<file path="src/rtl/pt_walk_pkg.sv">
package pt_walk_pkg;

  localparam int BIT_PRESENT  = 0;
  localparam int BIT_WRITABLE = 1;
  localparam int BIT_USER     = 2;
  localparam int BIT_ACCESSED = 5;
  localparam int BIT_DIRTY    = 6;

  typedef enum logic [1:0] {
    FLT_NONE   = 2'd0,
    FLT_ABSENT = 2'd1,
    FLT_WRITE  = 2'd2,
    FLT_USER   = 2'd3
  } fault_e;

  typedef struct packed {
    logic loadReq;
    logic latchEntry;
    logic descend;
    logic latchFault;
  } dp_ctrl_t;

endpackage

</file>
<file path="src/rtl/pt_walk_dp.sv">
module pt_walk_dp
  import pt_walk_pkg::*;
#(
  parameter int VA_W   = 48,
  parameter int PA_W   = 52,
  parameter int IDX_W  = 9,
  parameter int OFF_W  = 12,
  parameter int LEVELS = 4,
  parameter int ENT_W  = 64
) (
  input  logic                clk,
  input  logic                rstN,
  input  dp_ctrl_t            ctrl,
  input  logic [PA_W-OFF_W-1:0] rootFrame,
  input  logic [VA_W-1:0]     reqVaddr,
  input  logic                reqWrite,
  input  logic                reqUser,
  input  logic [ENT_W-1:0]    memRdata,
  output logic [PA_W-1:0]     memAddr,
  output logic [ENT_W-1:0]    memWdata,
  output logic                isFault,
  output logic                needWb,
  output logic                lastLevel,
  output logic [PA_W-1:0]     rspPaddr,
  output logic [1:0]          rspCode,
  output logic [2:0]          rspLevel
);

  localparam int FRAME_W = PA_W - OFF_W;
  localparam int LVL_W   = $clog2(LEVELS);
  localparam int ENT_SH  = OFF_W - IDX_W;

  logic [VA_W-1:0]    vaReg;
  logic               wrReg, usrReg;
  logic [FRAME_W-1:0] frameReg;
  logic [LVL_W-1:0]   lvlReg;
  logic [ENT_W-1:0]   entryReg;
  fault_e             codeReg, faultNow;
  logic [2:0]         faultLvlReg;
  logic [IDX_W-1:0]   idxAll [LEVELS];

  // Level g (0-based) takes the index field g places below the top of the address.
  for (genvar g = 0; g < LEVELS; g++) begin : g_idx
    assign idxAll[g] = vaReg[OFF_W + IDX_W*(LEVELS-1-g) +: IDX_W];
  end

  assign lastLevel = (lvlReg == LVL_W'(LEVELS-1));
  assign memAddr   = {frameReg, idxAll[lvlReg], {ENT_SH{1'b0}}};

  always_comb begin
    memWdata = entryReg;
    memWdata[BIT_ACCESSED] = 1'b1;
    if (lastLevel && wrReg) memWdata[BIT_DIRTY] = 1'b1;
  end
  assign needWb = (memWdata != entryReg);

  // Priority: present, then user, then write.
  always_comb begin
    if (!entryReg[BIT_PRESENT])                 faultNow = FLT_ABSENT;
    else if (usrReg && !entryReg[BIT_USER])     faultNow = FLT_USER;
    else if (wrReg && !entryReg[BIT_WRITABLE])  faultNow = FLT_WRITE;
    else                                        faultNow = FLT_NONE;
  end
  assign isFault = (faultNow != FLT_NONE);

  always_ff @(posedge clk or negedge rstN) begin
    if (!rstN) begin
      vaReg       <= '0;
      wrReg       <= 1'b0;
      usrReg      <= 1'b0;
      frameReg    <= '0;
      lvlReg      <= '0;
      entryReg    <= '0;
      codeReg     <= FLT_NONE;
      faultLvlReg <= '0;
    end else begin
      if (ctrl.loadReq) begin
        vaReg       <= reqVaddr;
        wrReg       <= reqWrite;
        usrReg      <= reqUser;
        frameReg    <= rootFrame;
        lvlReg      <= '0;
        codeReg     <= FLT_NONE;
        faultLvlReg <= '0;
      end
      if (ctrl.latchEntry) entryReg <= memRdata;
      if (ctrl.descend) begin
        frameReg <= entryReg[PA_W-1:OFF_W];
        lvlReg   <= lvlReg + 1'b1;
      end
      if (ctrl.latchFault) begin
        codeReg     <= faultNow;
        faultLvlReg <= {{(3-LVL_W){1'b0}}, lvlReg} + 3'd1;
      end
    end
  end

  assign rspCode  = codeReg;
  assign rspLevel = faultLvlReg;
  assign rspPaddr = (codeReg == FLT_NONE) ? {entryReg[PA_W-1:OFF_W], vaReg[OFF_W-1:0]} : '0;

endmodule

</file>
<file path="src/rtl/pt_walk_ctrl.sv">
module pt_walk_ctrl
  import pt_walk_pkg::*;
(
  input  logic     clk,
  input  logic     rstN,
  input  logic     reqValid,
  input  logic     memReady,
  input  logic     rspReady,
  input  logic     isFault,
  input  logic     needWb,
  input  logic     lastLevel,
  output logic     reqReady,
  output logic     memValid,
  output logic     memWrite,
  output logic     rspValid,
  output dp_ctrl_t ctrl
);

  typedef enum logic [2:0] {S_IDLE, S_FETCH, S_CHECK, S_STORE, S_REPLY} state_e;
  state_e state, nextState;

  always_comb begin
    nextState = state;
    ctrl      = '0;
    reqReady  = 1'b0;
    memValid  = 1'b0;
    memWrite  = 1'b0;
    rspValid  = 1'b0;
    unique case (state)
      S_IDLE: begin
        reqReady = 1'b1;
        if (reqValid) begin
          ctrl.loadReq = 1'b1;
          nextState    = S_FETCH;
        end
      end
      S_FETCH: begin
        memValid = 1'b1;
        if (memReady) begin
          ctrl.latchEntry = 1'b1;
          nextState       = S_CHECK;
        end
      end
      S_CHECK: begin
        if (isFault) begin
          ctrl.latchFault = 1'b1;
          nextState       = S_REPLY;
        end else if (needWb) begin
          nextState = S_STORE;
        end else if (lastLevel) begin
          nextState = S_REPLY;
        end else begin
          ctrl.descend = 1'b1;
          nextState    = S_FETCH;
        end
      end
      S_STORE: begin
        memValid = 1'b1;
        memWrite = 1'b1;
        if (memReady) begin
          if (lastLevel) nextState = S_REPLY;
          else begin
            ctrl.descend = 1'b1;
            nextState    = S_FETCH;
          end
        end
      end
      S_REPLY: begin
        rspValid = 1'b1;
        if (rspReady) nextState = S_IDLE;
      end
      default: nextState = S_IDLE;
    endcase
  end

  always_ff @(posedge clk or negedge rstN) begin
    if (!rstN) state <= S_IDLE;
    else       state <= nextState;
  end

  assert_one_walk_R9: assert property (@(posedge clk) disable iff (!rstN)
    (reqValid && reqReady) |=> !reqReady);

  assert_no_overlap_R10: assert property (@(posedge clk) disable iff (!rstN)
    !(memValid && rspValid));

  assert_ready_blocked_R9: assert property (@(posedge clk) disable iff (!rstN)
    (rspValid && !rspReady) |=> (rspValid && !reqReady));

endmodule

</file>
<file path="src/rtl/pt_walker.sv">
module pt_walker
  import pt_walk_pkg::*;
#(
  parameter int VA_W   = 48,
  parameter int PA_W   = 52,
  parameter int IDX_W  = 9,
  parameter int OFF_W  = 12,
  parameter int LEVELS = 4,
  parameter int ENT_W  = 64
) (
  input  logic                  clk,
  input  logic                  rstN,
  input  logic [PA_W-OFF_W-1:0] rootFrame,
  input  logic                  reqValid,
  output logic                  reqReady,
  input  logic [VA_W-1:0]       reqVaddr,
  input  logic                  reqWrite,
  input  logic                  reqUser,
  output logic                  memValid,
  output logic                  memWrite,
  output logic [PA_W-1:0]       memAddr,
  output logic [ENT_W-1:0]      memWdata,
  input  logic                  memReady,
  input  logic [ENT_W-1:0]      memRdata,
  output logic                  rspValid,
  input  logic                  rspReady,
  output logic [PA_W-1:0]       rspPaddr,
  output logic [1:0]            rspCode,
  output logic [2:0]            rspLevel
);

  dp_ctrl_t ctrl;
  logic     isFault, needWb, lastLevel;

  pt_walk_ctrl u_ctrl (
    .clk(clk), .rstN(rstN), .reqValid(reqValid), .memReady(memReady),
    .rspReady(rspReady), .isFault(isFault), .needWb(needWb), .lastLevel(lastLevel),
    .reqReady(reqReady), .memValid(memValid), .memWrite(memWrite),
    .rspValid(rspValid), .ctrl(ctrl)
  );

  pt_walk_dp #(
    .VA_W(VA_W), .PA_W(PA_W), .IDX_W(IDX_W), .OFF_W(OFF_W),
    .LEVELS(LEVELS), .ENT_W(ENT_W)
  ) u_dp (
    .clk(clk), .rstN(rstN), .ctrl(ctrl), .rootFrame(rootFrame),
    .reqVaddr(reqVaddr), .reqWrite(reqWrite), .reqUser(reqUser),
    .memRdata(memRdata), .memAddr(memAddr), .memWdata(memWdata),
    .isFault(isFault), .needWb(needWb), .lastLevel(lastLevel),
    .rspPaddr(rspPaddr), .rspCode(rspCode), .rspLevel(rspLevel)
  );

  assert_mem_hold_R10: assert property (@(posedge clk) disable iff (!rstN)
    (memValid && !memReady) |=> (memValid && $stable(memWrite) && $stable(memAddr) && $stable(memWdata)));

  assert_rsp_hold_R9: assert property (@(posedge clk) disable iff (!rstN)
    (rspValid && !rspReady) |=> (rspValid && $stable(rspPaddr) && $stable(rspCode) && $stable(rspLevel)));

  assert_wb_accessed_R6: assert property (@(posedge clk) disable iff (!rstN)
    (memValid && memWrite) |-> memWdata[BIT_ACCESSED]);

  assert_wb_present_R7: assert property (@(posedge clk) disable iff (!rstN)
    (memValid && memWrite) |-> memWdata[BIT_PRESENT]);

  assert_fault_level_R3: assert property (@(posedge clk) disable iff (!rstN)
    (rspValid && rspCode != 2'd0) |-> (rspLevel >= 3'd1 && rspLevel <= 3'd4 && rspPaddr == '0));

  assert_ok_level_R8: assert property (@(posedge clk) disable iff (!rstN)
    (rspValid && rspCode == 2'd0) |-> (rspLevel == 3'd0));

endmodule

</file>
<file path="config.mk">
export PLATFORM = sky130hd
export DESIGN_NAME = pt_walker
export DESIGN_NICKNAME = d
export VERILOG_FILES = /design/src/rtl/pt_walk_pkg.sv /design/src/rtl/pt_walk_dp.sv /design/src/rtl/pt_walk_ctrl.sv /design/src/rtl/pt_walker.sv
export SDC_FILE = /design/constraint.sdc
export NUM_CORES = 1
export LEC_CHECK = 0
export CORE_MARGIN = 4
export CORE_UTILIZATION = 47
export DETAILED_ROUTE_END_ITERATION = 16
export HOLD_SLACK_MARGIN = 0.08
export PLACE_DENSITY = 0.88
export SYNTH_ARGS = -nofsm -noshare
export SYNTH_HDL_FRONTEND = slang
export SYNTH_SLANG_ARGS = --single-unit
</file>
<file path="constraint.sdc">
create_clock -name clk -period 4.1 [get_ports clk]
set_clock_uncertainty 0.15 [all_clocks]
set_input_delay 0.82 -clock clk [delete_from_list [all_inputs] [get_ports clk]]
set_output_delay 0.82 -clock clk [all_outputs]
set_load 0.02 [all_outputs]
</file>
==> impl_metrics.py <==
metrics = {
    "timing": {
        "achievable-frequency_mhz": 289,
        "report.final.hold_viol_count": 0,
        "tightest_slew_ns": 0.946,
        "final_cycle_utilization_of_the_critical_path_pct": 84.3,
        "final_max_slew_viol_count": 0,
        "final.setup.tns_ns": 0,
        "maxSlewHeadroom_pct": 36.9,
        "setup_repair_after_global_routing_missed_its_margin": "no",
        "period_minus_slack_ns": 3.46,
        "setup_violations": 0,
    },
    "placed_design": {
        "placed_cell_area_mm2": 0.0110,
        "numPlacedInstances": 1138,
        "finalWeightedCongestion": 0.846,
        "buffer_ports.inserted": 331,
        "dp_hpwl_um": 16200,
    },
    "cts": {
        "cts_tree": "built",
        "cts_num_sinks": 164,
        "clk_pin_slew_worst_paths_ns": 0.06,
        "num_cts_buffers": 17,
        "clock_root_buffer_master": "sky130_fd_sc_hd__clkbuf_16",
        "clk_latency_ns": 0.41,
        "clk_path_buf_depth": 2,
        "post-cts-setup-buffer-count": 0,
        "cts-resized-gates": 0,
        "hold_buffers": 0,
        "total_number_of_h_tree_levels": 4,
    },
    "global_routing": {
        "first_global_vias": 6131,
        "grt_pass1_wl_um": 34400,
        "global_route.usage.total_pct": 22.5,
        "globalRouteOverflowTotal": 0,
        "antenna_found_initial": 0,
        "grt_max_degree": 103,
    },
    "yosys": {
        "synth-seq-area-share_pct": 50.7,
        "synth-edff-count": 0,
        "cell_taking_the_most_area_after_synthesis": "sky130_fd_sc_hd__dfrtp_1",
        "synth-warning-count": 0,
        "synthesis.area_mm2": 0.00809,
        "ff_latch_count_synth": 164,
        "post_synth_inst_count": 678,
        "post_synth_main_area_contributors": "sky130_fd_sc_hd__dfrtp_1, sky130_fd_sc_hd__mux2_2, sky130_fd_sc_hd__nand2_1",
        "synth_flop_cell": "sky130_fd_sc_hd__dfrtp_1",
        "post_synth.cell_area_avg_um2": 11.9,
        "synth_top_cell_area_share_pct": 50.7,
        "ys_async_sr_fraction_pct": 100,
        "netlist-cell-type-count": 38,
    },
    "worst_setup_path": {
        "crit_slowest_cell": "sky130_fd_sc_hd__clkdlybuf4s50_1",
        "start_to_end_type_of_the_worst_setup_path": "reg2out",
        "timing.critical_path.cells": "nor2_4 -> buf_4 -> and2_1 -> clkdlybuf4s50_1",
        "worstSetupStartpointType": "flip-flop",
        "critPathRequiredTime_ns": 3.13,
        "end_kind": "primary output",
        "crit_path_max_incr_delay_ns": 0.63,
        "worst_ep_arrival_time_ns": 2.49,
        "worstPathMaxFanout": 32,
    },
    "power": {
        "power.ir.vdd_worst_mv": 0.455,
        "power.density_mw_per_mm2": 906,
        "p_leak_nw": 5.16,
        "tot_pwr_mw": 10.6,
    },
    "routing": {
        "routed_via_density": 4.92,
        "drt-initial-drc-count": 301,
        "remaining_drc_errors": 0,
        "routed_wirelength_um": 22000,
        "wl_per_instance_um": 18.8,
        "first_pass_iters": 4,
        "vias": 5749,
        "ant_nets": 0,
    },
    "cells_and_area": {
        "final_layout_size_suffix_gt1_share_pct": 20.7,
        "layout.core_utilization_pct": 69.8,
        "final_nets": 1097,
        "final_cells": 1169,
        "final_design_area_no_fill_mm2": 0.0117,
        "area_delta_synth_final_pct": 44.0,
        "antenna_cells_inserted": 0,
    },
    "job": {
        "drv_cap": 0,
    },
    "floorplanning": {
        "die_y_um": 139,
        "core-area_mm2": 0.0167,
        "fp-row-count": 47,
        "ios": 336,
        "die_width_um": 139,
        "die_area_mm2": 0.0194,
        "initial_utilization_pct": 48.4,
    },
    "min_path": {
        "hold_path.class": "reg2reg",
    },
    "status": {
        "outcome": "completed",
    },
}
[critical path, delay by kind of cell (launching register included)]
family / cells / cell delay, ns
simple gates: 2 / 0.63
flops: 1 / 0.41
buf+inv: 2 / 1.02
[per-layer routing]
metal,wire length [um],GRT usage [%],part of all wire [%]
met5,0,0,0
met4,351,6.54,1.6
met3,1510,7.17,6.9
met2,11600,40.5,53
met1,8510,25.7,39
[synthesized netlist by cell type (2+ instances only)]
| cell type | n |
|---|---|
| sky130_fd_sc_hd__mux2_1 | 5 |
| sky130_fd_sc_hd__conb_1 | 2 |
| sky130_fd_sc_hd__buf_4 | 67 |
| sky130_fd_sc_hd__nand3_1 | 2 |
| sky130_fd_sc_hd__clkbuf_1 | 12 |
| sky130_fd_sc_hd__and2_1 | 55 |
| sky130_fd_sc_hd__dfrtp_1 | 164 |
| sky130_fd_sc_hd__nand2_1 | 157 |
| sky130_fd_sc_hd__a311oi_1 | 2 |
| sky130_fd_sc_hd__nor2_1 | 4 |
| sky130_fd_sc_hd__clkbuf_8 | 4 |
| sky130_fd_sc_hd__nand2b_1 | 3 |
| sky130_fd_sc_hd__a21oi_1 | 4 |
| sky130_fd_sc_hd__buf_2 | 8 |
| sky130_fd_sc_hd__a21o_1 | 3 |
| sky130_fd_sc_hd__mux4_2 | 9 |
| sky130_fd_sc_hd__mux2i_1 | 5 |
| sky130_fd_sc_hd__nand2_2 | 2 |
| sky130_fd_sc_hd__mux2_2 | 101 |
| sky130_fd_sc_hd__inv_1 | 4 |
| sky130_fd_sc_hd__buf_6 | 11 |
| sky130_fd_sc_hd__mux2_4 | 38 |
[final cells by class]
type                    instances  area, um^2
multi-input cells             410        3230
clock buffers                  20         447
flip-flops and latches        164        4100
well taps                     220         275
repair buffers                340        3410
inverters                       4        15.0
clock inverters                11         176
fillers                      1200        5050
[path summary, 6_finish.rpt]
| check | from | end | slack (ns) | cells past startpoint |
|---|---|---|---|---|
| min in group asynchronous | rstN | u_dp.vaReg[2]$_DFFE_PN0P_ | 0.34 | 1 |
| worst min register to register | u_dp.vaReg[0]$_DFFE_PN0P_ | u_dp.vaReg[0]$_DFFE_PN0P_ | 0.32 | 2 |
| worst max register to register | u_dp.lvlReg[0]$_DFFE_PN0P_ | u_dp.frameReg[38]$_DFFE_PN0P_ | 1.41 | 6 |
| worst min-delay path | u_dp.vaReg[0]$_DFFE_PN0P_ | u_dp.vaReg[0]$_DFFE_PN0P_ | 0.32 | 2 |
| worst max-delay path | u_dp.rspCode[1]$_DFFE_PN0P_ | rspPaddr[35] | 0.64 | 4 |
| max in group asynchronous | rstN | u_dp.entryReg[15]$_DFFE_PN0P_ | 2.56 | 2 |
[where the power goes]
| group | internal, mW | total [mW] | leakage, nW | switching, mW |
|---|---|---|---|---|
| Clock | 1.04 | 1.69 | 0.289 | 0.650 |
| Sequential | 2.43 | 3.06 | 1.98 | 0.630 |
| Combinational | 3.09 | 5.81 | 2.89 | 2.72 |
[cells in the final DEF, fill, tap and decap left out, types with 2 or more instances in the layout]
cell type and count:
sky130_fd_sc_hd__a21o_1 2, sky130_fd_sc_hd__a21oi_1 4, sky130_fd_sc_hd__a311oi_1 2, sky130_fd_sc_hd__and2_1 54, sky130_fd_sc_hd__buf_12 2, sky130_fd_sc_hd__buf_4 7, sky130_fd_sc_hd__bufinv_16 4, sky130_fd_sc_hd__clkbuf_1 2
sky130_fd_sc_hd__clkbuf_16 17, sky130_fd_sc_hd__clkdlybuf4s50_1 330, sky130_fd_sc_hd__clkinvlp_4 4, sky130_fd_sc_hd__conb_1 4, sky130_fd_sc_hd__dfrtp_1 164, sky130_fd_sc_hd__inv_1 4, sky130_fd_sc_hd__inv_6 2, sky130_fd_sc_hd__mux2_1 5
sky130_fd_sc_hd__mux2_2 101, sky130_fd_sc_hd__mux2_4 38, sky130_fd_sc_hd__mux2i_1 5, sky130_fd_sc_hd__mux4_2 9, sky130_fd_sc_hd__nand2_1 157, sky130_fd_sc_hd__nand2b_1 3, sky130_fd_sc_hd__nand3_1 2, sky130_fd_sc_hd__nor2_1 3
sky130_fd_sc_hd__nor2_4 2
[flip-flops by register name (all words and copies together), names as in the netlist]
register,flops
u_dp.rspLevel,3
u_ctrl.state,3
u_dp.wrReg,1
u_dp.vaReg,48
u_dp.frameReg,40
u_dp.usrReg,1
u_dp.lvlReg,2
u_dp.rspCode,2
u_dp.entryReg,64
[stage by stage]
stage | hold WS [ns] | worst slack (ns)
5_1_grt | 0.332 | 0.468
4_1_cts | 0.319 | 0.555
6_report | 0.316 | 0.642
3_5_place_dp | 0.305 | 1.02
2_1_floorplan | 0.287 | 1.85
3_3_place_gp | 0.300 | 1.05
[logic make-up after synthesis]
family,synth area share (%)
compound gates,1.22
mux,24.9
buf+inv,9.67
other cells,0.0928
flops,50.7
fa+ha+maj,0.155
simple gates,13.1
xor+xnor,0.108
Power figures use the tool's default switching activity.
